--- src/rtl/touch_pkg.sv ---
package touch_pkg;

    localparam int ADC_W     = 12;
    localparam int PIX_W     = 10;
    localparam int FRAC_BITS = 10;

    localparam int X_ADC_LO  = 132;
    localparam int X_ADC_HI  = 3946;
    localparam int X_PIX_MAX = 799;

    localparam int Y_ADC_LO  = 148;
    localparam int Y_ADC_HI  = 3849;
    localparam int Y_PIX_MAX = 599;

    // Rounded-up fixed-point slope so that a full-span offset reaches pix_max.
    function automatic int ceil_scale(int pix_max, int adc_span, int frac);
        return (pix_max * (1 << frac) + adc_span - 1) / adc_span;
    endfunction

    function automatic int dec_digits(int max_value);
        int n;
        int v;
        n = 1;
        v = max_value;
        while (v >= 10) begin
            v = v / 10;
            n = n + 1;
        end
        return n;
    endfunction

    localparam int PIX_MAX_ANY = (X_PIX_MAX > Y_PIX_MAX) ? X_PIX_MAX : Y_PIX_MAX;
    localparam int BCD_DIGITS  = dec_digits(PIX_MAX_ANY);
    localparam int BCD_W       = 4 * BCD_DIGITS;

    typedef enum logic { AXIS_RISING = 1'b0, AXIS_FALLING = 1'b1 } axis_dir_e;

    typedef struct packed {
        logic             vld;
        logic [ADC_W-1:0] off;
    } offset_stage_t;

    typedef struct packed {
        logic             vld;
        logic [PIX_W-1:0] pix;
    } pixel_stage_t;

    // Shift-and-add-3 binary to packed decimal.
    function automatic logic [BCD_W-1:0] to_bcd(logic [PIX_W-1:0] bin);
        logic [BCD_W-1:0] acc;
        acc = '0;
        for (int i = PIX_W - 1; i >= 0; i--) begin
            for (int d = 0; d < BCD_DIGITS; d++) begin
                if (acc[4*d +: 4] >= 4'd5)
                    acc[4*d +: 4] = acc[4*d +: 4] + 4'd3;
            end
            acc = {acc[BCD_W-2:0], bin[i]};
        end
        return acc;
    endfunction

endpackage

--- src/rtl/touch_axis_scale.sv ---
module touch_axis_scale
    import touch_pkg::*;
#(
    parameter int        ADC_LO  = 132,
    parameter int        ADC_HI  = 3946,
    parameter int        PIX_MAX = 799,
    parameter axis_dir_e DIR     = AXIS_RISING
) (
    input  logic             clk,
    input  logic             rst,
    input  logic             in_vld,
    input  logic [ADC_W-1:0] adc,
    output logic             out_vld,
    output logic [PIX_W-1:0] pix
);
    localparam int SPAN   = ADC_HI - ADC_LO;
    localparam int K      = ceil_scale(PIX_MAX, SPAN, FRAC_BITS);
    localparam int K_W    = $clog2(K + 1);
    localparam int PROD_W = ADC_W + K_W;

    logic [ADC_W-1:0] adc_clamped;
    logic [ADC_W-1:0] offset_d;
    offset_stage_t    s1_q;
    pixel_stage_t     s2_q;
    logic [PROD_W-1:0] product;
    logic [PROD_W-1:0] scaled;
    logic [PIX_W-1:0]  pix_sat;

    // Stage 1: clamp into the calibrated window and take the distance from the zero end.
    always_comb begin
        if (adc < ADC_W'(ADC_LO))
            adc_clamped = ADC_W'(ADC_LO);
        else if (adc > ADC_W'(ADC_HI))
            adc_clamped = ADC_W'(ADC_HI);
        else
            adc_clamped = adc;
    end

    generate
        if (DIR == AXIS_FALLING) begin : g_from_high
            assign offset_d = ADC_W'(ADC_HI) - adc_clamped;
        end else begin : g_from_low
            assign offset_d = adc_clamped - ADC_W'(ADC_LO);
        end
    endgenerate

    always_ff @(posedge clk) begin
        if (rst) begin
            s1_q <= '0;
        end else begin
            s1_q.vld <= in_vld;
            if (in_vld)
                s1_q.off <= offset_d;
        end
    end

    // Stage 2: constant multiply, drop the fraction, saturate at the grid edge.
    assign product = PROD_W'(s1_q.off) * PROD_W'(K);
    assign scaled  = product >> FRAC_BITS;
    assign pix_sat = (scaled > PROD_W'(PIX_MAX)) ? PIX_W'(PIX_MAX) : PIX_W'(scaled);

    always_ff @(posedge clk) begin
        if (rst) begin
            s2_q <= '0;
        end else begin
            s2_q.vld <= s1_q.vld;
            if (s1_q.vld)
                s2_q.pix <= pix_sat;
        end
    end

    assign out_vld = s2_q.vld;
    assign pix     = s2_q.pix;

    p_off_bound_r5: assert property (@(posedge clk) disable iff (rst)
        s1_q.vld |-> (s1_q.off <= ADC_W'(SPAN)));
    p_pix_ceiling_r2: assert property (@(posedge clk) disable iff (rst)
        out_vld |-> (pix <= PIX_W'(PIX_MAX)));
    p_low_end_r4: assert property (@(posedge clk) disable iff (rst)
        (s1_q.vld && s1_q.off == '0) |=> (pix == '0));
    p_high_end_r4: assert property (@(posedge clk) disable iff (rst)
        (s1_q.vld && s1_q.off == ADC_W'(SPAN)) |=> (pix == PIX_W'(PIX_MAX)));
    p_hold_r9: assert property (@(posedge clk) disable iff (rst)
        !s1_q.vld |=> $stable(pix));

endmodule

--- src/rtl/touch_bcd_stage.sv ---
module touch_bcd_stage
    import touch_pkg::*;
#(
    parameter int N_VAL = 2
) (
    input  logic                        clk,
    input  logic                        rst,
    input  logic                        in_vld,
    input  logic [N_VAL-1:0][PIX_W-1:0] bin,
    output logic                        done,
    output logic [N_VAL-1:0][BCD_W-1:0] bcd
);
    logic [N_VAL-1:0][BCD_W-1:0] bcd_q;
    logic                        done_q;

    always_ff @(posedge clk) begin
        if (rst)
            done_q <= 1'b0;
        else
            done_q <= in_vld;
    end

    generate
        for (genvar v = 0; v < N_VAL; v++) begin : g_val
            always_ff @(posedge clk) begin
                if (rst)
                    bcd_q[v] <= '0;
                else if (in_vld)
                    bcd_q[v] <= to_bcd(bin[v]);
            end

            for (genvar d = 0; d < BCD_DIGITS; d++) begin : g_digit
                p_digit_range_r8: assert property (@(posedge clk) disable iff (rst)
                    done |-> (bcd_q[v][4*d +: 4] <= 4'd9));
            end

            p_bcd_hold_r9: assert property (@(posedge clk) disable iff (rst)
                !in_vld |=> $stable(bcd_q[v]));
        end
    endgenerate

    assign done = done_q;
    assign bcd  = bcd_q;

    p_done_follows_r7: assert property (@(posedge clk) disable iff (rst)
        in_vld |=> done);
    p_done_quiet_r9: assert property (@(posedge clk) disable iff (rst)
        !in_vld |=> !done);

endmodule

--- src/rtl/touch_pixel_conv.sv ---
module touch_pixel_conv
    import touch_pkg::*;
(
    input  logic             clk,
    input  logic             rst,
    input  logic             sample_vld,
    input  logic [ADC_W-1:0] adc_x,
    input  logic [ADC_W-1:0] adc_y,
    output logic [PIX_W-1:0] pix_x,
    output logic [PIX_W-1:0] pix_y,
    output logic [BCD_W-1:0] dec_x,
    output logic [BCD_W-1:0] dec_y,
    output logic             dec_done
);
    localparam int N_AXES = 2;

    logic                         x_vld;
    logic                         y_vld;
    logic [N_AXES-1:0][PIX_W-1:0] pix_pair;
    logic [N_AXES-1:0][BCD_W-1:0] bcd_pair;

    touch_axis_scale #(
        .ADC_LO (X_ADC_LO),
        .ADC_HI (X_ADC_HI),
        .PIX_MAX(X_PIX_MAX),
        .DIR    (AXIS_RISING)
    ) u_axis_x (
        .clk    (clk),
        .rst    (rst),
        .in_vld (sample_vld),
        .adc    (adc_x),
        .out_vld(x_vld),
        .pix    (pix_x)
    );

    touch_axis_scale #(
        .ADC_LO (Y_ADC_LO),
        .ADC_HI (Y_ADC_HI),
        .PIX_MAX(Y_PIX_MAX),
        .DIR    (AXIS_FALLING)
    ) u_axis_y (
        .clk    (clk),
        .rst    (rst),
        .in_vld (sample_vld),
        .adc    (adc_y),
        .out_vld(y_vld),
        .pix    (pix_y)
    );

    assign pix_pair[0] = pix_x;
    assign pix_pair[1] = pix_y;

    touch_bcd_stage #(
        .N_VAL(N_AXES)
    ) u_bcd (
        .clk   (clk),
        .rst   (rst),
        .in_vld(x_vld & y_vld),
        .bin   (pix_pair),
        .done  (dec_done),
        .bcd   (bcd_pair)
    );

    assign dec_x = bcd_pair[0];
    assign dec_y = bcd_pair[1];

    p_axes_aligned_r11: assert property (@(posedge clk) disable iff (rst)
        x_vld == y_vld);
    p_done_after_pixel_r7: assert property (@(posedge clk) disable iff (rst)
        dec_done |-> $past(x_vld));

endmodule

--- config.mk ---
export PLATFORM = sky130hd
export DESIGN_NAME = touch_pixel_conv
export DESIGN_NICKNAME = d
export VERILOG_FILES = /design/src/rtl/touch_pkg.sv /design/src/rtl/touch_axis_scale.sv /design/src/rtl/touch_bcd_stage.sv /design/src/rtl/touch_pixel_conv.sv
export SDC_FILE = /design/constraint.sdc
export NUM_CORES = 1
export LEC_CHECK = 0
export CAP_MARGIN = 20
export CELL_PAD_IN_SITES_DETAIL_PLACEMENT = 0
export CELL_PAD_IN_SITES_GLOBAL_PLACEMENT = 1
export CORE_UTILIZATION = 50
export DETAILED_ROUTE_END_ITERATION = 10
export DONT_BUFFER_PORTS = 1
export GPL_TIMING_DRIVEN = 0
export PLACE_DENSITY_LB_ADDON = 0.1
export SETUP_SLACK_MARGIN = 0.4
export SKIP_CTS_REPAIR_TIMING = 1
export SLEW_MARGIN = 20
export SYNTH_ARGS = -nofsm -noshare
export SYNTH_HDL_FRONTEND = slang
export SYNTH_SLANG_ARGS = --single-unit
--- constraint.sdc ---
create_clock -name clk -period 6.9 [get_ports clk]
set_input_delay 1.38 -clock clk [delete_from_list [all_inputs] [get_ports clk]]
set_output_delay 1.38 -clock clk [all_outputs]
set_load 0.02 [all_outputs]
Yosys cells after proc, flatten, opt, wreduce, memory -nomap -nowiden --
Cells that the tools add are included.
Cells by class: mux-type cells 66, shifts and indexed selects 0, equal/unequal tests 0, divide/modulo/power cells 0, bitwise operators 0, reduce and logical (&&, ||, !) cells 0, $add $sub $neg 26, $mul 2, magnitude comparators 30
Operator list (count):
- 4-bit two-way mux | 58
- 4-bit by 2-bit adder with 4-bit output (second input constant) | 18
- 4-bit by 3-bit >= comparator with 1-bit output (second input constant) | 18
- 12-bit two-way mux | 4
- 12-bit greater-than comparator (second input constant) | 2
- 12-bit by 8-bit < comparator with 1-bit output (second input constant) | 2
- 10-bit greater-than comparator (second input constant) | 2
- 12-bit by 8-bit multiplier with 20-bit output (second input constant) | 1
- 10-bit two-way mux | 2
- 12-bit by 7-bit multiplier with 19-bit output (second input constant) | 1
- 3-bit >= comparator (second input constant) | 6
- 3-bit by 2-bit adder with 4-bit output (second input constant) | 4
- 12-bit subtractor (first input constant) | 1
- 12-bit by 8-bit subtractor with 12-bit output (second input constant) | 1
- 3-bit by 2-bit adder with 3-bit output (second input constant) | 2
- 3-bit two-way mux | 2
Storage, ports and cells: flip-flop bits (word level) 71, memory bits (read-only) 0, output and inout bits 45, memory bits (writable) 0, input port bits 27, bits in latches 0, logic and storage cells 133, memories 0

Logic depth before layout (Yosys ltp) --
Gate-level depths: netlist (run 1).
word-level depth 26, depth in mapped cells 29, mapped depth without buffers 29

Hierarchy --
From an unflattened synthesis (run 1), not the netlist that was laid out.
Unflattened totals: cells, all modules 1270, area, all modules 10288.6 um^2
By module, submodules not included:
- touch_bcd_stage | seq. area each 500.5 um^2, instances 1, cells each 580, area each 4167.7 um^2
- touch_axis_scale (u_axis_x) | seq. area each 480.5 um^2, instances 1, cells each 373, area each 3338.2 um^2
- touch_axis_scale (u_axis_y) | seq. area each 480.5 um^2, instances 1, cells each 316, area each 2776.4 um^2
- touch_pixel_conv | seq. area each 0.0 um^2, instances 1, cells each 1, area each 6.3 um^2

Worst setup path before layout (run 1) --
No wires, ideal clock.
path type register -> register, start point reg, netlist name u_axis_y.pix[8], end point reg u_bcd.bcd_q (netlist bit u_bcd.bcd[21]), buffers on the path 0, library setup time 0.086 ns, required time 6.814 ns, cell stages (with the launch flop) 29, arrival 5.716 ns, clock period less this slack 5.801 ns, setup slack 1.099 ns, cell sequence dfxtp_1 -> inv_1 -> ha_1 -> nor2_1 -> o21a_1 -> ha_1 -> nand2b_1 -> nand4_1 -> a221o_1 -> ha_1 -> nor2b_1 -> nor4_1 -> a22o_1 -> ha_1 -> o21ai_0 -> mux2i_1 -> inv_1 -> ha_1 -> or3_1 -> a31oi_1 -> o21ai_2 -> or2_1 -> nand2_1 -> xor2_1 -> inv_1 -> ha_1 -> o21ai_0 -> xnor2_1 -> a211oi_1
On the way: word-level cells in the longest chain between the ends 26, elaborated cells between the ends (all ways) 43, classes of those cells 9 x add/sub; 9 x order compare; 25 x mux
Ends and longest elaborated chain:
- 3-bit by 2-bit adder with 4-bit output / 3-bit >= comparator (equally long branches) | RTL line touch_pkg.sv:55, touch_pkg.sv:54
- 4-bit two-way mux * | RTL line touch_pkg.sv:54 | if (acc[4*d +: 4] >= 4'd5)
- 4-bit two-way mux * | RTL line touch_bcd_stage.sv:28 | else if (in_vld)
- 4-bit two-way mux * | RTL line touch_bcd_stage.sv:26 | if (rst)
- 4-bit by 2-bit adder with 4-bit output / 4-bit by 3-bit >= comparator with 1-bit output (equally long branches) | RTL line touch_pkg.sv:55, touch_pkg.sv:54
- 4-bit two-way mux | RTL line touch_pkg.sv:54
- 4-bit two-way mux | RTL line touch_bcd_stage.sv:28
- 4-bit two-way mux | RTL line touch_bcd_stage.sv:26
- (+10 left out)
- 4-bit two-way mux | RTL line touch_bcd_stage.sv:28
- 4-bit two-way mux | RTL line touch_bcd_stage.sv:26
- 4-bit by 2-bit adder with 4-bit output / 4-bit by 3-bit >= comparator with 1-bit output (equally long branches) | RTL line touch_pkg.sv:55, touch_pkg.sv:54
- 4-bit two-way mux | RTL line touch_pkg.sv:54
- 4-bit two-way mux | RTL line touch_bcd_stage.sv:28
- 4-bit two-way mux | RTL line touch_bcd_stage.sv:26
- 3-bit by 2-bit adder with 3-bit output / 3-bit >= comparator (equally long branches) | RTL line touch_pkg.sv:55, touch_pkg.sv:54
- 3-bit two-way mux * | RTL line touch_pkg.sv:54
- to (signal, indexed assignment) | RTL line touch_bcd_stage.sv:29 | bcd_q[v] <= to_bcd(bin[v]);
- to (decl) | RTL line touch_bcd_stage.sv:13 | logic [N_VAL-1:0][BCD_W-1:0] bcd_q;
Mark *: on every way between the ends. The rest lies on a longest branch, timed or not. The select of a mux whose other input is x is not followed. A chain may end at the register's enable or synchronous reset.

Worst setup path in the final report (run 1) --
start point reg, netlist name u_axis_y.pix[8], end point reg u_bcd.bcd_q (netlist bit u_bcd.bcd[21])
On the way: word-level cells in the longest chain between the ends 26, elaborated cells between the ends (all ways) 43, classes of those cells 9 x add/sub; 9 x order compare; 25 x mux
Ends and longest elaborated chain (RTL line):
- 3-bit by 2-bit adder with 4-bit output / 3-bit >= comparator (equally long branches) | touch_pkg.sv:55, touch_pkg.sv:54
- 4-bit two-way mux * | touch_pkg.sv:54
- 4-bit two-way mux * | touch_bcd_stage.sv:28
- 4-bit two-way mux * | touch_bcd_stage.sv:26
- 4-bit by 2-bit adder with 4-bit output / 4-bit by 3-bit >= comparator with 1-bit output (equally long branches) | touch_pkg.sv:55, touch_pkg.sv:54
- 4-bit two-way mux | touch_pkg.sv:54
- 4-bit two-way mux | touch_bcd_stage.sv:28
- 4-bit two-way mux | touch_bcd_stage.sv:26
- (+10 left out)
- 4-bit two-way mux | touch_bcd_stage.sv:28
- 4-bit two-way mux | touch_bcd_stage.sv:26
- 4-bit by 2-bit adder with 4-bit output / 4-bit by 3-bit >= comparator with 1-bit output (equally long branches) | touch_pkg.sv:55, touch_pkg.sv:54
- 4-bit two-way mux | touch_pkg.sv:54
- 4-bit two-way mux | touch_bcd_stage.sv:28
- 4-bit two-way mux | touch_bcd_stage.sv:26
- 3-bit by 2-bit adder with 3-bit output / 3-bit >= comparator (equally long branches) | touch_pkg.sv:55, touch_pkg.sv:54
- 3-bit two-way mux * | touch_pkg.sv:54
Marked as above.

==> results of run 1 <==
==> stage by stage <==
step	area [um^2]	power (mW)	hold WS [ns]	std cells
global placement	9578	1.713	0.5199	1379
global route	10040	2.517	0.5613	1401
floorplan	9291	1.481	0.4848	1150
detailed placement	9578	1.723	0.5224	1379
finish	10040	2.306	0.5250	1401
CTS	9950	2.313	0.5273	1395
==> synth_stat cells (23+ instances only) <==
cell                       count  area, um^2
sky130_fd_sc_hd__nor3_1       31       155.2
sky130_fd_sc_hd__o21ai_0      41       205.2
sky130_fd_sc_hd__nand2_1      61       229.0
sky130_fd_sc_hd__fa_1         47       940.9
sky130_fd_sc_hd__inv_1       154       578.1
sky130_fd_sc_hd__nand3_1      23       115.1
sky130_fd_sc_hd__ha_1        134        1677
sky130_fd_sc_hd__nand2b_1     29       181.4
sky130_fd_sc_hd__a21oi_1      74       370.4
sky130_fd_sc_hd__nor2_1       93       349.1
sky130_fd_sc_hd__xor2_1       26       227.7
sky130_fd_sc_hd__a211oi_1     24       180.2
sky130_fd_sc_hd__dfxtp_1      71        1421
sky130_fd_sc_hd__clkbuf_1     32       120.1
==> cell type report <==
| class | count | share of cell area |
|---|---|---|
| well taps | 229 | 0.02855 |
| clock inverters | 5 | 0.01284 |
| clock buffers | 11 | 0.02419 |
| plain buffers | 38 | 0.01596 |
| repair buffers | 6 | 0.004488 |
| multi-input cells | 882 | 0.7124 |
| flip-flops and latches | 71 | 0.1421 |
| inverters | 159 | 0.05947 |
==> where the power goes <==
group	switching (mW)	internal [mW]
Combinational	0.709	0.497
Clock	0.183	0.400
Sequential	0.0748	0.442
Total	0.966	1.34
==> worst paths after layout <==
path / endpoint / cells after the start / slack, ns / from
max: u_bcd.bcd[21] / 28 / 0.85 / u_axis_y.pix[8]
min: u_axis_y.s1_q[8] / 2 / 0.52 / u_axis_y.s1_q[8]
max reg2reg: u_bcd.bcd[21] / 28 / 0.85 / u_axis_y.pix[8]
min reg2reg: u_axis_y.s1_q[8] / 2 / 0.52 / u_axis_y.s1_q[8]
==> flip-flops by register name (all words and copies together) (netlist names) <==
signal	cells
u_axis_y.out_vld	1
u_axis_x.s1_q	12
u_bcd.done	1
u_axis_x.pix	10
u_axis_y.pix	10
u_bcd.bcd	24
u_axis_y.s1_q	13
==> routing by layer <==
layer  share of wire  GRT usage  up-vias
met2            0.47     0.3930      117
met5               0          0        -
met1            0.49     0.3008     3666
li1                -          -     4088
met3           0.035    0.03879        8
met4          0.0056    0.03371        0
==> worst register-to-register path: cells and delay by family (launching register included) <==
family	cells	cell delay, ns
AOI/OAI and AO/OA	8	1.70
and+or+nand+nor	8	1.58
adders and majority gates	6	1.37
DFF	1	0.43
xor gates and xnor gates	2	0.33
muxes	1	0.30
buffers and inverters	3	0.25
==> logic make-up after synthesis <==
group | after synthesis | synth area share
AOI/OAI and AO/OA | 304 | 0.2311
xor gates and xnor gates | 48 | 0.04606
adders and majority gates | 181 | 0.2817
buffers and inverters | 197 | 0.08147
DFF | 71 | 0.1530
muxes | 29 | 0.03340
and+or+nand+nor | 320 | 0.1733
==> results, run 1 <==
- The number of enable flip-flop cells after synthesis is 0.
- Entering global routing, the biggest net connects 13 pins.
- The dominant delay contributor by cell family on the critical path is compound AO/OA/AOI/OAI gates.
- The global-route wire length before repair is 36210 um.
- Summed over all nets, the half-perimeter wirelength after detailed placement is 16910 um.
- The post-synth net total is 1358.
- The die height is 138.3 um.
- Wires add up to 21200 um.
- The starting utilization of the core area is 0.5137.
- For this run, design rule violations remaining after detail routing come to 18.
- 0 antenna diodes ended up in the layout.
- The first routing iteration left 419 violations.
- The fraction of registers with async set or reset after synthesis is 0.
- The total via count after detailed routing is 7879.
- The standard cell core area is 0.01809 mm^2.
- Summed over all cells, the static leakage comes to 4.723 nW.
- The clock tree buffer depth is 2.
- Setup violations remaining at the end of the flow were counted as 0.
- The clock latency on the worst-skew pair is 0.34 ns.
- For this run, the slowest stage of the critical path takes 0.43 ns.
- The part of the Yosys area used for sequential elements is 0.1530.
- Of the cells placed in the final design, the portion with a size suffix greater than 1 is 0.07423.
- The critical path's slowest cell is sky130_fd_sc_hd__dfxtp_4.
- The final worst slack is 0.8508 ns.
- After synthesis, the mean cell area works out to 8.079 um^2.
- The largest vdd supply drop is 0.1206 mV.
- At the pin with the least slew margin, the transition time is 0.7852 ns.
- For the worst setup path, the data arrival time is 6.30 ns.
- The checks that failed: design-rule violations.
- The clock-pin slew of the registers on the worst-case setup and hold paths is 0.06 ns.
- The overall global routing resource usage is 0.2271.
- After routing, the total negative slack on setup checks comes to 0 ns.
- The ratio of final minimum period to clock period is 0.8767.
- The flow ran to the end, but the final reports show violations.
- The initial antenna violation count is 0.
- For this run the aggregate overflow at the end of global routing stands at 0.
- The count of buffers from port buffering is 0.
- The number of different library cells in the post-synthesis netlist is 92.
- The number of global-route vias before repair is 7601.
- For this run, the leading register cell type out of synthesis is sky130_fd_sc_hd__dfxtp_1.
- The initialized floorplan defines 49 standard-cell rows.
- The cell repeated most along the worst path is sky130_fd_sc_hd__ha_1.
- The chip width is 138.3 um.
- The final hold violation count is 0.
- TritonCTS built the clock tree.
- The final-report max-slew violation count was 0.
- The number of buffers and inverters on the critical path is 3.
- The type of element capturing the critical path is a flop.
- The type of the setup path with the least slack is flop to flop.
- Timing analysis after detailed placement gives a worst setup slack of 0.3395 ns.
- The detail-routed via count per cell is 5.624.
- The clock period could shrink to 6.049 ns.
- From synthesis to final layout, the design area changed by 8.013%.
- The clock tree synthesis step divided the H-tree into 3 levels.
- The tightest min-delay check is of the flop to flop type.
- The total iterations of the first detailed-routing run is 8.
- STA classifies the critical path startpoint as a flop.
- The top-level I/O count is 72.
- The number of fill cells in the layout is 1720.
- The die covers 0.01913 mm^2.
- Summing every instance area after synthesis gives 0.009291 mm^2.
- Counting flops and latches in the post-synthesis netlist gives 71.
- In the layout the commonest cells are 154 x sky130_fd_sc_hd__inv_1, 134 x sky130_fd_sc_hd__ha_1, 93 x sky130_fd_sc_hd__nor2_1, 73 x sky130_fd_sc_hd__a21oi_1, 69 x sky130_fd_sc_hd__dfxtp_1.
- After the last flow step, the layout net total stands at 1375.
- The post-route core utilization is 0.5549.
- The routability-driven placement congestion ratio is 0.8405.
- In this run the clock root is driven by a sky130_fd_sc_hd__clkbuf_16.
- Yosys printed 0 warnings.
- Derived from the worst setup path, the maximum achievable clock frequency is 0.1653 GHz.
- The cell count after synthesis is 1150.
- The worst setup skew after layout is 0.004610 ns.
- In this run, CTS created clock tree buffers numbering 9.
- The count of nets left with antenna violations once routing finished came out at 0.
- For this design the ratio of total power to cell area is 229.8 mW/mm^2.
- Setup repair after global routing could not meet its margin everywhere.
- The worst max-slew margin expressed relative to the limit is 0.4765.
- Along the worst path, the maximum fanout reaches 9.
- The clock drives 71 sinks.
- The max-cap check violation count is 0.
- Leaving out fill and tap cells, the most frequent cell in the layout is sky130_fd_sc_hd__inv_1.
- The multi-input combinational cells in the finished layout cover a total of 0.007149 mm^2.
- The detail-routed net length per standard cell is 15.13 um.
- The footprint of the flip-flops and latches is 0.001426 mm^2.
- STA puts the critical path data required time at 7.15 ns.
No activity file was read; power rests on OpenSTA's default activity.
==> run 2, diff against run 1 <==
--- a/config.mk
+++ b/config.mk
@@ -8,10 +8,9 @@
 export CAP_MARGIN = 20
 export CELL_PAD_IN_SITES_DETAIL_PLACEMENT = 0
 export CELL_PAD_IN_SITES_GLOBAL_PLACEMENT = 1
-export CORE_UTILIZATION = 50
+export CORE_UTILIZATION = 54
 export DETAILED_ROUTE_END_ITERATION = 10
 export DONT_BUFFER_PORTS = 1
-export GPL_TIMING_DRIVEN = 0
 export PLACE_DENSITY_LB_ADDON = 0.1
 export SETUP_SLACK_MARGIN = 0.4
 export SKIP_CTS_REPAIR_TIMING = 1
==> constraint.sdc (replaced) <==
create_clock -name clk -period 7.5 [get_ports clk]
set_input_delay 1.5 -clock clk [delete_from_list [all_inputs] [get_ports clk]]
set_output_delay 1.5 -clock clk [all_outputs]
set_load 0.02 [all_outputs]
==> results, run 2 (synthesis gave the netlist of run 1 again) <==
- Status: complete, no violations (was finished with violations).
- The pin count of the biggest net entering global routing came to 72 (was 13).
- The total power per unit cell area is 200.3 mW/mm^2 (was 229.8 mW/mm^2).
- The total die area is 0.01773 mm^2 (was 0.01913 mm^2).
- The final non-filler cell total is 1351 (was 1401).
- The TritonCTS clock tree is done (unchanged).
- The pre-CTS setup slack was 1.142 ns (was 0.3395 ns).
- The number of cells after detailed placement came to 1335 (was 1379).
- The starting DRC count in detailed routing was 423 (was 419).
- The detail-routed via count per cell is 5.660 (was 5.624).
- The global route total overflow was 0 (unchanged).
- The origin of the worst min-delay path was u_axis_y.s1_q[6] (was u_axis_y.s1_q[8]).
- The number of fill cells in the layout came to 1565 (was 1720).
- The endpoint of the worst-slack reg-to-reg timing path was u_bcd.bcd[21] (unchanged).
- The clock latency on the worst-skew pair was 0.34 ns (about the same).
- The number of global-route vias before repair is 7220 (was 7601).
- The starting utilization of the core area is 0.5563 (was 0.5137).
- The total via count after detailed routing was 7647 (was 7879).
- The proportion of layout cells with a drive suffix above 1 is 0.06631 (was 0.07423).
- The multi-input logic area is 0.007113 mm^2 (was 0.007149 mm^2).
- The type of the setup path with the least slack is flop to flop (unchanged).
- The number of sinks handled by clock tree synthesis is 71 (unchanged).
- The most common cell after layout, fill and taps aside was sky130_fd_sc_hd__inv_1 (unchanged).
- The sum of net half-perimeters after detailed placement is 14790 um (was 16910 um).
- The routed wire length is 18690 um (was 21200 um).
- The type of element launching the critical path is a flop (unchanged).
- The global-route wire length before repair is 32420 um (was 36210 um).
- The number of setup violations in the final report is 0 (unchanged).
- The largest vdd supply drop is 0.1434 mV (was 0.1206 mV).
- The setup slack of the most critical reg-to-reg path is 1.09 ns (was 0.85 ns).
- The max-cap check violation count is 0 (unchanged).
- The cell repeated most along the worst path is sky130_fd_sc_hd__ha_1 (unchanged).
- The standard cell core area is 0.01670 mm^2 (was 0.01809 mm^2).
- The worst setup skew after layout is 0.006216 ns (was 0.004610 ns).
- The count of buffers from port buffering is 0 (unchanged).
- The die height came to 133.2 um (was 138.3 um).
- The type of element capturing the critical path is a flop (unchanged).
- The DRC violation count after routing is 0 (was 18).
- The reg-to-reg startpoint is u_axis_y.pix[8] (unchanged).
- The ratio of final minimum period to clock period came to 0.8542 (was 0.8767).
- The total iterations of the first detailed-routing run is 5 (was 8).
- The chip width is 133.2 um (was 138.3 um).
- The clock tree root buffer cell is sky130_fd_sc_hd__clkbuf_16 (unchanged).
- The final worst slack is 1.094 ns (was 0.8508 ns).
- The number of nets in the layout is 1334 (was 1375).
- The flip-flop count of the largest register, all copies and words added is 24 (unchanged).
- The number of instances on the worst hold path came to 2 (unchanged).
- The clock-pin slew of the registers on the worst-case setup and hold paths is 0.06 ns (about the same).
- Setup repair after global routing missed its margin: no (was yes).
- The maximum level of the CTS H-tree was 3 (unchanged).
- The overall global routing resource usage is 0.2188 (was 0.2271).
- The worst hold slack after final layout is 0.5315 ns (was 0.5250 ns).
- The worst max-slew margin expressed relative to the limit is 0.3212 (was 0.4765).
- The required arrival time at the worst endpoint is 7.76 ns (was 7.15 ns).
- The number of cells on the worst reg-to-reg path is 28 (unchanged).
- The largest fanout of any net on the critical path is 9 (unchanged).
- The dominant delay contributor by cell family on the critical path is compound AO/OA/AOI/OAI gates (unchanged).
- The top-level I/O count is 72 (unchanged).
- The initial antenna violation count came to 0 (unchanged).
- The clock buffer count from CTS is 9 (unchanged).
- The final hold violation count is 0 (unchanged).
- Most used cells in the layout excluding fill and tap cells: 154 x sky130_fd_sc_hd__inv_1, 134 x sky130_fd_sc_hd__ha_1, 93 x sky130_fd_sc_hd__nor2_1, 74 x sky130_fd_sc_hd__a21oi_1, 70 x sky130_fd_sc_hd__dfxtp_1 (was 154 x sky130_fd_sc_hd__inv_1, 134 x sky130_fd_sc_hd__ha_1, 93 x sky130_fd_sc_hd__nor2_1, 73 x sky130_fd_sc_hd__a21oi_1, 69 x sky130_fd_sc_hd__dfxtp_1).
- The final-report max-slew violation count is 0 (unchanged).
- The end of the worst hold path is u_axis_y.s1_q[6] (was u_axis_y.s1_q[8]).
- The routability-driven placement congestion ratio is 0.8684 (was 0.8405).
- The critical path's slowest cell is sky130_fd_sc_hd__dfxtp_1 (was sky130_fd_sc_hd__dfxtp_4).
- The antenna cell count is 0 (unchanged).
- The static power due to leakage was 4.594 nW (was 4.723 nW).
- The slew at the pin closest to its max-slew limit is 1.011 ns (was 0.7852 ns).
- The footprint of the flip-flops and latches is 0.001423 mm^2 (was 0.001426 mm^2).
- The final total negative setup slack is 0 ns (unchanged).
- The delay of the slowest cell on the worst path is 0.56 ns (was 0.43 ns).
- The minimum period implied by the final worst setup slack was 6.406 ns (was 6.049 ns).
- The critical path arrival is 6.66 ns (was 6.30 ns).
- The upper clock frequency limit is 0.1561 GHz (was 0.1653 GHz).
- The worst hold-check path type is flop to flop (unchanged).
- The row count is 47 (was 49).
- The number of buffer and inverter stages on the critical path is 3 (unchanged).
- The detail-routed net length per standard cell came to 13.83 um (was 15.13 um).
- The remaining antenna violation count after routing is 0 (unchanged).
- The clock tree buffer depth is 2 (unchanged).
- The post-synthesis to final-layout area growth came to 4.444% (was 8.013%).
==> run 2: cell type report <==
type	count	share of cell area
clock buffers	9	0.02321
repair buffers	3	0.002321
inverters	159	0.06150
flip-flops and latches	71	0.1466
clock inverters	7	0.005028
multi-input cells	882	0.7330
well taps	220	0.02837
==> run 2: power by group <==
group / total, mW / internal [mW] / switching (mW)
clock network: 0.401 / 0.224 / 0.177
logic: 1.05 / 0.450 / 0.605
registers: 0.489 / 0.407 / 0.0817
total: 1.94 / 1.08 / 0.864
==> run 2: worst max-delay path by stage <==
stage,startpoint,slack [ns],depth (start not counted),end
after global routing,u_axis_y.pix[8],0.49,28,u_bcd.bcd[21]
after global placement,u_axis_x.pix[8],1.30,25,u_bcd.bcd[5]
final,u_axis_y.pix[8],1.09,28,u_bcd.bcd[21]
after floorplan,u_axis_y.pix[8],1.70,28,u_bcd.bcd[21]
after detailed placement,u_axis_y.pix[8],1.14,28,u_bcd.bcd[21]
after CTS,u_axis_x.pix[8],1.12,25,u_bcd.bcd[5]
==> run 2: worst min-delay path, delay by kind of cell (launching register included) <==
family	cells	cell delay [ns]
flip-flops	1	0.34
AND/OR/NAND/NOR	2	0.15
==> run 2: per-stage QoR <==
stage                 util  area (um^2)  total power, mW
finish              0.5811         9704            1.944
global route        0.5811         9704            2.136
CTS                 0.5810         9703            1.969
detailed placement  0.5646         9429            1.549
global placement    0.5646         9429            1.539
floorplan                -         9291            1.363
==> run 2: layer usage <==
metal / GRT usage / share of wire
met1: 0.2828 / 0.49
met2: 0.3775 / 0.46
met3: 0.04262 / 0.041
met4: 0.04735 / 0.011
met5: 0 / 0
